### src/rtl/fl_pkg.sv
package fl_pkg;
  localparam int unsigned TC_W        = 4;
  localparam int unsigned STEP_TICKS  = 4;
  typedef enum logic {EXIT_SW = 1'b0, EXIT_TIMER = 1'b1} exit_mode_e;
endpackage

### src/rtl/fl_timer.sv
module fl_timer #(
  parameter int unsigned TC_W       = fl_pkg::TC_W,
  parameter int unsigned STEP_TICKS = fl_pkg::STEP_TICKS,
  localparam int unsigned MAX_CNT   = (2 ** TC_W) * STEP_TICKS,
  localparam int unsigned CNT_W     = $clog2(MAX_CNT + 1)
) (
  input  logic            clk_i,
  input  logic            rst_ni,
  input  logic            load_i,
  input  logic            clear_i,
  input  logic            step_i,
  input  logic [TC_W-1:0] code_i,
  output logic            done_o
);
  logic [CNT_W-1:0] cnt_q, cnt_d, load_val;

  assign load_val = (CNT_W'(code_i) + CNT_W'(1)) * CNT_W'(STEP_TICKS);
  assign done_o   = step_i && (cnt_q == CNT_W'(1));

  always_comb begin
    cnt_d = cnt_q;
    if (clear_i)               cnt_d = '0;
    else if (load_i)           cnt_d = load_val;
    else if (step_i && cnt_q != '0) cnt_d = cnt_q - CNT_W'(1);
  end

  always_ff @(posedge clk_i or negedge rst_ni) begin
    if (!rst_ni) cnt_q <= '0;
    else         cnt_q <= cnt_d;
  end
endmodule

### src/rtl/fl_core.sv
module fl_core
  import fl_pkg::*;
(
  input  logic       clk_i,
  input  logic       rst_ni,
  input  logic       en_i,
  input  exit_mode_e mode_i,
  input  logic       wr_i,
  input  logic       bit_i,
  input  logic       tick_i,
  input  logic       pd_i,
  input  logic       tmr_done_i,
  output logic       tmr_load_o,
  output logic       tmr_clear_o,
  output logic       tmr_step_o,
  output logic       active_o,
  output logic       clr_o
);
  logic active_q, active_d, clr_q, clr_d;
  logic kill, enter, sw_exit;

  assign kill        = !en_i || pd_i;
  assign enter       = !kill && wr_i && bit_i;
  assign sw_exit     = !kill && wr_i && !bit_i && (mode_i == EXIT_SW);
  assign tmr_clear_o = kill;
  assign tmr_load_o  = enter;
  // write beats tick; zero write in timer mode falls through to counting
  assign tmr_step_o  = !kill && !enter && !sw_exit && active_q &&
                       (mode_i == EXIT_TIMER) && tick_i;

  always_comb begin
    active_d = active_q;
    clr_d    = 1'b0;
    if (kill)                   active_d = 1'b0;
    else if (enter)             active_d = 1'b1;
    else if (sw_exit)           active_d = 1'b0;
    else if (tmr_done_i) begin
      active_d = 1'b0;
      clr_d    = 1'b1;
    end
  end

  always_ff @(posedge clk_i or negedge rst_ni) begin
    if (!rst_ni) begin
      active_q <= 1'b0;
      clr_q    <= 1'b0;
    end else begin
      active_q <= active_d;
      clr_q    <= clr_d;
    end
  end

  assign active_o = active_q;
  assign clr_o    = clr_q;
endmodule

### src/rtl/fl_pin.sv
module fl_pin (
  input  logic active_i,
  input  logic mode_i,
  output logic cp_hi_o,
  output logic flo_o
);
  assign cp_hi_o = active_i;
  assign flo_o   = active_i ? 1'b0 : mode_i;
endmodule

### src/rtl/fastlock_ctrl.sv
module fastlock_ctrl
  import fl_pkg::*;
#(
  parameter int unsigned TC_BITS = fl_pkg::TC_W,
  parameter int unsigned TICKS   = fl_pkg::STEP_TICKS
) (
  input  logic               clk_i,
  input  logic               rst_ni,
  input  logic               fl_en_i,
  input  logic               fl_mode_i,
  input  logic [TC_BITS-1:0] tc_code_i,
  input  logic               gain_wr_i,
  input  logic               gain_bit_i,
  input  logic               ref_tick_i,
  input  logic               pwr_dn_i,
  output logic               cp_hi_o,
  output logic               flo_o,
  output logic               gain_clr_o
);
  logic tmr_load, tmr_clear, tmr_step, tmr_done, active;
  exit_mode_e mode;

  assign mode = exit_mode_e'(fl_mode_i);

  fl_timer #(.TC_W(TC_BITS), .STEP_TICKS(TICKS)) i_timer (
    .clk_i   (clk_i),
    .rst_ni  (rst_ni),
    .load_i  (tmr_load),
    .clear_i (tmr_clear),
    .step_i  (tmr_step),
    .code_i  (tc_code_i),
    .done_o  (tmr_done)
  );

  fl_core i_core (
    .clk_i       (clk_i),
    .rst_ni      (rst_ni),
    .en_i        (fl_en_i),
    .mode_i      (mode),
    .wr_i        (gain_wr_i),
    .bit_i       (gain_bit_i),
    .tick_i      (ref_tick_i),
    .pd_i        (pwr_dn_i),
    .tmr_done_i  (tmr_done),
    .tmr_load_o  (tmr_load),
    .tmr_clear_o (tmr_clear),
    .tmr_step_o  (tmr_step),
    .active_o    (active),
    .clr_o       (gain_clr_o)
  );

  fl_pin i_pin (
    .active_i (active),
    .mode_i   (fl_mode_i),
    .cp_hi_o  (cp_hi_o),
    .flo_o    (flo_o)
  );
endmodule

### config.mk
export PLATFORM = sky130hd
export DESIGN_NAME = fastlock_ctrl
export DESIGN_NICKNAME = d
export VERILOG_FILES = /design/src/rtl/fl_pkg.sv /design/src/rtl/fl_timer.sv /design/src/rtl/fl_core.sv /design/src/rtl/fl_pin.sv /design/src/rtl/fastlock_ctrl.sv
export SDC_FILE = /design/constraint.sdc
export NUM_CORES = 1
export LEC_CHECK = 0
export ABC_AREA = 1
export BUFFER_PORTS_ARGS = -buffer_cell sky130_fd_sc_hd__buf_2
export CORE_MARGIN = 5
export CORE_UTILIZATION = 47
export CTS_CLUSTER_SIZE = 24
export DETAILED_ROUTE_END_ITERATION = 8
export PLACE_DENSITY = 0.73
export SYNTH_ARGS = -nofsm -noshare
export SYNTH_HDL_FRONTEND = slang
export SYNTH_HIERARCHICAL = 1
export SYNTH_SLANG_ARGS = --single-unit
### constraint.sdc
create_clock -name clk_i -period 1.6 [get_ports clk_i]
set_clock_uncertainty 0.2 [all_clocks]
set_input_delay 0.16 -clock clk_i [delete_from_list [all_inputs] [get_ports clk_i]]
set_output_delay 0.16 -clock clk_i [all_outputs]
set_load 0.01 [all_outputs]
# After elaboration in Yosys (flattened, before gate mapping)
# Cells that the tools add are included.
# totals
out_inout_bits,3
latchBits,0
word_cells,39
register_bits,9
romBits,0
ramBits,0
mem_count,0
input_bits,12
# classes
div,0
n_shift,0
muxes,12
n_addsub,2
n_reduce_logical,20
mul,0
bitwise_logic,1
eq_ne,1
n_lt_le_gt_ge,0
# ops
op,count
$mux W7,3
$logic_and A1 B1 Y1,11
$mux W1,9
$eq A7 B1 Y1 const B,1
$reduce_bool A7 Y1,1
$sub A7 B1 Y7 const B,1
$add A4 B1 Y5 const B,1
$logic_not A1 Y1,5
$reduce_bool A4 Y1,1
$reduce_bool A3 Y1,1
$logic_or A1 B1 Y1,1
$not A1 Y1,1

# Depth between registers and ports, before layout
# Gate-level depths: netlist of the first run.
# depth
word_depth,16
ltp_mapped,10
mapped_depth_nobuf,10

# Cells and area by module
# Netlist of the first run, hierarchy kept.
# modules_own_cells
mod,cells_per_inst,area_each_um2,seq_area_each_um2,instances
fl_timer,85,569.3,175.2,1
fl_core,18,130.1,50.0,1
fl_pin,3,17.5,0.0,1

# Least setup slack after synthesis of the first run
# OpenSTA, ideal clock, no wires.
# synth_timing
path_kind,reg-to-reg
startpoint,register i_timer.cnt_q[0]
endpoint,register i_timer.cnt_q[3]
slack_ps,150
t_arrival_ps,1176
period_less_slack_ps,1450
path_stages_with_launch,11
setup_ps,74
path_cell_list,dfrtp_1 inv_1 ha_1 inv_1 nor2_1 nand2_2 nand2_2 nand2_4 inv_2 nand2_1 o21ai_2
# synth_between
elab_chain_len,4
elab_cells_between_ends,7
cone_classes,add/sub (1); mux (3); reduce/logical (3)
# synth_rtl
item,line,rtl
from (decl),fl_timer.sv:15,"logic [CNT_W-1:0] cnt_q, cnt_d, load_val;"
from (signal assigned),fl_timer.sv:29,else cnt_q <= cnt_d;
$sub A7 B1 Y7,fl_timer.sv:24,else if (step_i && cnt_q != '0) cnt_d = cnt_q - CNT_W'(1);
$mux W7,fl_timer.sv:24,
$mux W7,fl_timer.sv:23,else if (load_i) cnt_d = load_val;
$mux W7,fl_timer.sv:22,if (clear_i) cnt_d = '0;
# Several ways; a longest one is shown, not always the timed one. The select of a mux whose other input is x is not followed.
# A chain may end at the register's enable or synchronous reset.

# Worst setup path in the final report of the first run
# layout_timing
startpoint,register i_timer.cnt_q[1]
endpoint,register i_timer.cnt_q[4]
# The elaborated chain is that of the path after synthesis.

==> run metrics, run 1 <==
Post-Synthesis Cell Area 717 um^2; initial antenna violation count 0; Layout area overhead 22.5%; register area share after synthesis a little under a third; cell internal pwr 0.394 mW; fin crit share 99.5%; combinational power share ~26%; crit-path cells inv_2 > ha_1 > nand2_1 > nand2_1 > nand2_1 > o21ai_0 > o21ai_1; drt initial violations 32; max_cap viols 0; min-delay worst type in -> reg; Syn Inst Count 106; wirelength, routed ~1.8 mm; slowest CP cell dfrtp_1; DRT antenna net count 0; Synth Area in XOR/XNOR 0%; grt ovf 0; critical path type reg -> reg; drt pass-1 iters 4; std cell rows 14; post-synthesis mux area share 0%; core area 0.00147 mm^2; PD cells about 670 mW/mm^2; RSZ-0062 raised after global routing no; initial core utilization 48.7%; type of origin of the critical path flop; Min Hold Slack 0.0402 ns; Slowest Stage Delay on Critical Path 0.39 ns; Net Sw Frac 33.0%; worst vdd rail ir drop around 410 uV; Critical Path End Type flop; syn avg cell area around 6.8 um^2; Net Count, Synth 122; Final Power 0.588 mW; Die Area 0.00241 mm^2; final-stage net count about 150; Clock Power Share slightly above 30%; area of placed instances 807 um^2; Worst R2R Setup Slack 0.008 ns; clk sinks 9; commonest cells after routing, fill and taps aside nand2_1 (26), inv_1 (15), nor2_1 (14), buf_2 (14), dfrtp_1 (9); final setup violation count 0; first-pass GRT wire length 2.98 mm; htree depth 1; Die Ht 49.1 um; number of buffers created by CTS 3; drt drc 0; clock slew at reported path FFs about 0.070 ns; Critical Path Fanout Max 4; Worst slew margin a little over four fifths; largest family of logic cells by synthesized area simple AND/OR/NAND/NOR gates; Core Util, Final 59.7%; CTS tree yes; HPWL after detailed placement about 1.4 mm; sequential share of power 42.9%; fin area between 800 and 900 um^2; Final Hold Viols 0; status complete, no violations; Root Driver clkbuf_4; min cycle time layout 1.59 ns; Crit path required time 1.55 ns; RD Place Congestion 0.839; adder-cell area share of the yosys netlist 6.98%; Worst Tran Pin Value between 0.2 and 0.3 ns; compound-gate portion of the synthesized area 10.1%; most common cell after layout, fill and taps aside nand2_1; Worst path most repeated cell nand2_1; I/O Buffers 14; IO Count 15; f_max ~630 MHz; vias in the first global route 734; synth unique cells 21; fillers 143; CTS max path bufs 2; via count 766; WL/cell about 12 um; share of cells above drive strength 1 between 20% and 30%; Worst EP arrival 1.54 ns; Post-CTS Setup Bufs 0; Die Width 49.1 um; Final Slew Violations 0; # diodes 0; Total GRT Usage 15.6%; Via density 5.32; Switch Pwr 0.194 mW; Skew-Pair Late Insertion Delay about 0.26 ns; Syn. warnings 6; Leak just under 0.5 nW; Yosys reg bits 9; largest net degree at the start of global routing 10; simple-gate area share of the yosys netlist 40.5%
[repair_timing]
action,CTS,global route
endpoints found under the hold margin,11,0
resized for setup,1,4
hold buffers,4,0
setup endpoints to repair,1,6
[metal layers]
metal,track usage [%],routed length [um]
met4,9.87,48
met1,20.1,790
met2,24.1,831
met5,0,0
met3,2.14,105
[worst max-delay path: cells and delay by family, from the launching register on]
| kind | cells | cell delay, ns |
|---|---|---|
| fa+ha+maj | 1 | 0.22 |
| buf+inv | 1 | 0.09 |
| simple gates | 3 | 0.25 |
| compound gates | 2 | 0.30 |
| flops | 1 | 0.39 |
[power by group through the flow]
stage               Combinational, mW  Sequential (mW)  Clock (mW)
finish                          0.152            0.252       0.184
global route                    0.170            0.254       0.201
CTS                             0.149            0.251       0.190
detailed placement              0.141            0.256           0
global placement                0.136            0.256           0
floorplan                      0.0979            0.252           0
[worst paths after layout]
check	end	cells past startpoint	from
worst max-delay path	i_timer/cnt_q[4]$_DFFE_PN0P_	7	i_timer/cnt_q[1]$_DFFE_PN0P_
worst min-delay path	i_timer/cnt_q[2]$_DFFE_PN0P_	4	tc_code_i[0]
worst max register to register	i_timer/cnt_q[4]$_DFFE_PN0P_	7	i_timer/cnt_q[1]$_DFFE_PN0P_
worst min register to register	i_timer/cnt_q[5]$_DFFE_PN0P_	2	i_timer/cnt_q[5]$_DFFE_PN0P_
max in group asynchronous	i_timer/cnt_q[3]$_DFFE_PN0P_	2	rst_ni
min in group asynchronous	i_core/clr_o$_DFF_PN0_	2	rst_ni
[flip-flops by register name (all words and copies together) (netlist names)]
| name | flops |
|---|---|
| i_timer/cnt_q | 7 |
| i_core/active_o | 1 |
| i_core/clr_o | 1 |
[cell families (layout without fill, tap and decap cells)]
logic type      count (synthesis)  count (layout)
buf+inv                        20              42
fa+ha+maj                       4               4
simple gates                   61              61
compound gates                 12              12
flops                           9               9
[cell type report]
class / count / area [um^2] / share of cell area [%]
inverter: 19 / 73.8 / 8.40
timing repair buffer: 19 / 118 / 13.4
multi-input combinational: 77 / 415 / 47.3
tap: 16 / 20.0 / 2.28
sequential: 9 / 225 / 25.6
clock buffer: 4 / 26.3 / 2.99
[per-stage QoR]
| step | instances | setup TNS (ns) | setup slack [ns] |
|---|---|---|---|
| floorplan | 106 | 0 | 0.150 |
| global placement | 136 | 0 | 0.108 |
| detailed placement | 136 | -0.0119 | -0.0119 |
| CTS | 144 | 0 | 0.0134 |
| global route | 144 | 0 | 0.000953 |
| finish | 144 | 0 | 0.00821 |
[synth_stat cells (all sizes together)]
cell type | count | area share (%)
nand2 | 30 | 18
inv | 19 | 9.9
nor2 | 18 | 11
dfrtp | 9 | 31
nand3 | 8 | 6.3
o21ai | 8 | 6.6
ha | 4 | 7.0
nand4 | 4 | 3.5
o22ai | 2 | 1.7
a21oi | 1 | 0.70
buf | 1 | 1.0
nand3b | 1 | 1.0
o211ai | 1 | 1.0
Power figures use the tool's default switching activity.
==> run 2: changes to the inputs <==
Settings changed: PLACE_DENSITY 0.73 to 0.78.
==> run metrics, run 2 (synthesized netlist as in run 1, its figures left out) <==
PD cells between 600 and 700 mW/mm^2; slowest CP cell dfrtp_1; Skew-Pair Late Insertion Delay 0.26 ns; initial antenna violation count 0; cell internal pwr slightly below 0.4 mW; vias in the first global route 656; Top reg by flops i_timer/cnt_q; Die Ht 49.1 um; Crit path required time 1.55 ns; Worst R2R Setup Slack around 0.047 ns; IO Count 15; Final Slew Violations 0; largest net degree at the start of global routing 10; status complete, no violations; crit-path cells inv_2 > ha_1 > nand2_1 > nand2_1 > nand2_1 > o21ai_1 > o21ai_2; dpl ws 0.0831 ns; DRT antenna net count 0; worst vdd rail ir drop 294 uV; drt drc 0; wirelength, routed 1.71 mm; min-delay worst type in -> reg; clock slew at reported path FFs 0.07 ns; Total GRT Usage 14.9%; fin area 882 um^2; f_max 644 MHz; combinational power share 25.8%; final-stage net count ~150; fin cells 144; Net Sw Frac 33.1%; number of buffers created by CTS 3; drt pass-1 iters 4; critical path type reg -> reg; core area 0.00147 mm^2; htree depth 1; Worst path most repeated cell nand2_1; initial core utilization 48.7%; Min Hold Slack 0.0376 ns; first-pass GRT wire length roughly 2.8 mm; share of cells above drive strength 1 26.6%; area of placed instances 807 um^2; clk sinks 9; Via density between 5 and 6; HPWL after detailed placement 1.26 mm; Layout area overhead 23.0%; final setup violation count 0; commonest cells after routing, fill and taps aside nand2_1 (26), inv_1 (15), nor2_1 (14), buf_2 (14), dfrtp_1 (9); min cycle time layout 1.55 ns; # diodes 0; Slowest Stage Delay on Critical Path 0.41 ns; DP Cell Count 136; Worst EP arrival 1.50 ns; Die Area about 0.0024 mm^2; WL/cell around 12 um; CTS tree yes; Root Driver clkbuf_4; Largest register FFs 7; Core Util, Final between 50% and 60%; Final Hold Viols 0; Switch Pwr 0.195 mW; Critical Path Fanout Max 4; grt ovf 0; most common cell after layout, fill and taps aside nand2_1; via count 750; Worst Slack Setup Final 0.0466 ns; Clock Power Share 31.3%; fillers between 100 and 150; Leak 0.484 nW; std cell rows 14; Critical Path End Type flop; RD Place Congestion 0.803; type of origin of the critical path flop; fin crit share a little over nine tenths; CTS max path bufs 2; max_cap viols 0; I/O Buffers 14; setup TNS 0 ns; Final Power 0.591 mW; sequential share of power a little over two fifths; RSZ-0062 raised after global routing no; Worst slew margin 82.1%; drt initial violations 55; Worst Tran Pin Value 0.268 ns; Die Width around 49 um
-- run 2: area by class of cell --
| cell class | count | area [um^2] | area share [%] |
|---|---|---|---|
| multi-input cells | 77 | 419 | 47.5 |
| flip-flops and latches | 9 | 225 | 25.5 |
| repair buffers | 19 | 118 | 13.3 |
| inverters | 19 | 73.8 | 8.37 |
| clock buffers | 4 | 26.3 | 2.98 |
| well taps | 16 | 20.0 | 2.27 |
-- run 2: power by group through the flow --
stage          Clock, mW  Sequential, mW  Combinational [mW]
2_1_floorplan          0           0.252              0.0979
3_3_place_gp           0           0.256               0.135
3_5_place_dp           0           0.256               0.139
4_1_cts            0.184           0.252               0.145
5_1_grt            0.205           0.254               0.171
6_report           0.185           0.253               0.153
-- run 2: worst paths after layout --
kind / from / endpoint / cells past startpoint
max in group asynchronous: rst_ni / i_timer/cnt_q[3]$_DFFE_PN0P_ / 2
worst max register to register: i_timer/cnt_q[0]$_DFFE_PN0P_ / i_timer/cnt_q[4]$_DFFE_PN0P_ / 7
min in group asynchronous: rst_ni / i_core/clr_o$_DFF_PN0_ / 2
worst min-delay path: tc_code_i[3] / i_timer/cnt_q[6]$_DFFE_PN0P_ / 3
worst max-delay path: i_timer/cnt_q[0]$_DFFE_PN0P_ / i_timer/cnt_q[4]$_DFFE_PN0P_ / 7
worst min register to register: i_timer/cnt_q[5]$_DFFE_PN0P_ / i_timer/cnt_q[5]$_DFFE_PN0P_ / 2
-- run 2: layer usage --
metal | global-route usage [%] | routed length (um) | part of all wire (%)
met3 | 2.45 | 133 | 7.8
met1 | 20.0 | 762 | 45
met5 | 0 | 0 | 0
met2 | 21.5 | 764 | 45
met4 | 9.87 | 46 | 2.7
-- run 2: what timing repair did --
action	in CTS	in global routing
gates resized for setup	0	7
setup buffers	0	0
hold buffers	4	0
endpoints found under the setup margin	0	6
endpoints found under the hold margin	11	0
-- run 2: critical path: cells and delay by family (launching register included) --
kind	cells	cell delay [ns]
DFF	1	0.41
and+or+nand+nor	3	0.27
AOI/OAI and AO/OA	2	0.25
adders and majority gates	1	0.22
buffers and inverters	1	0.09
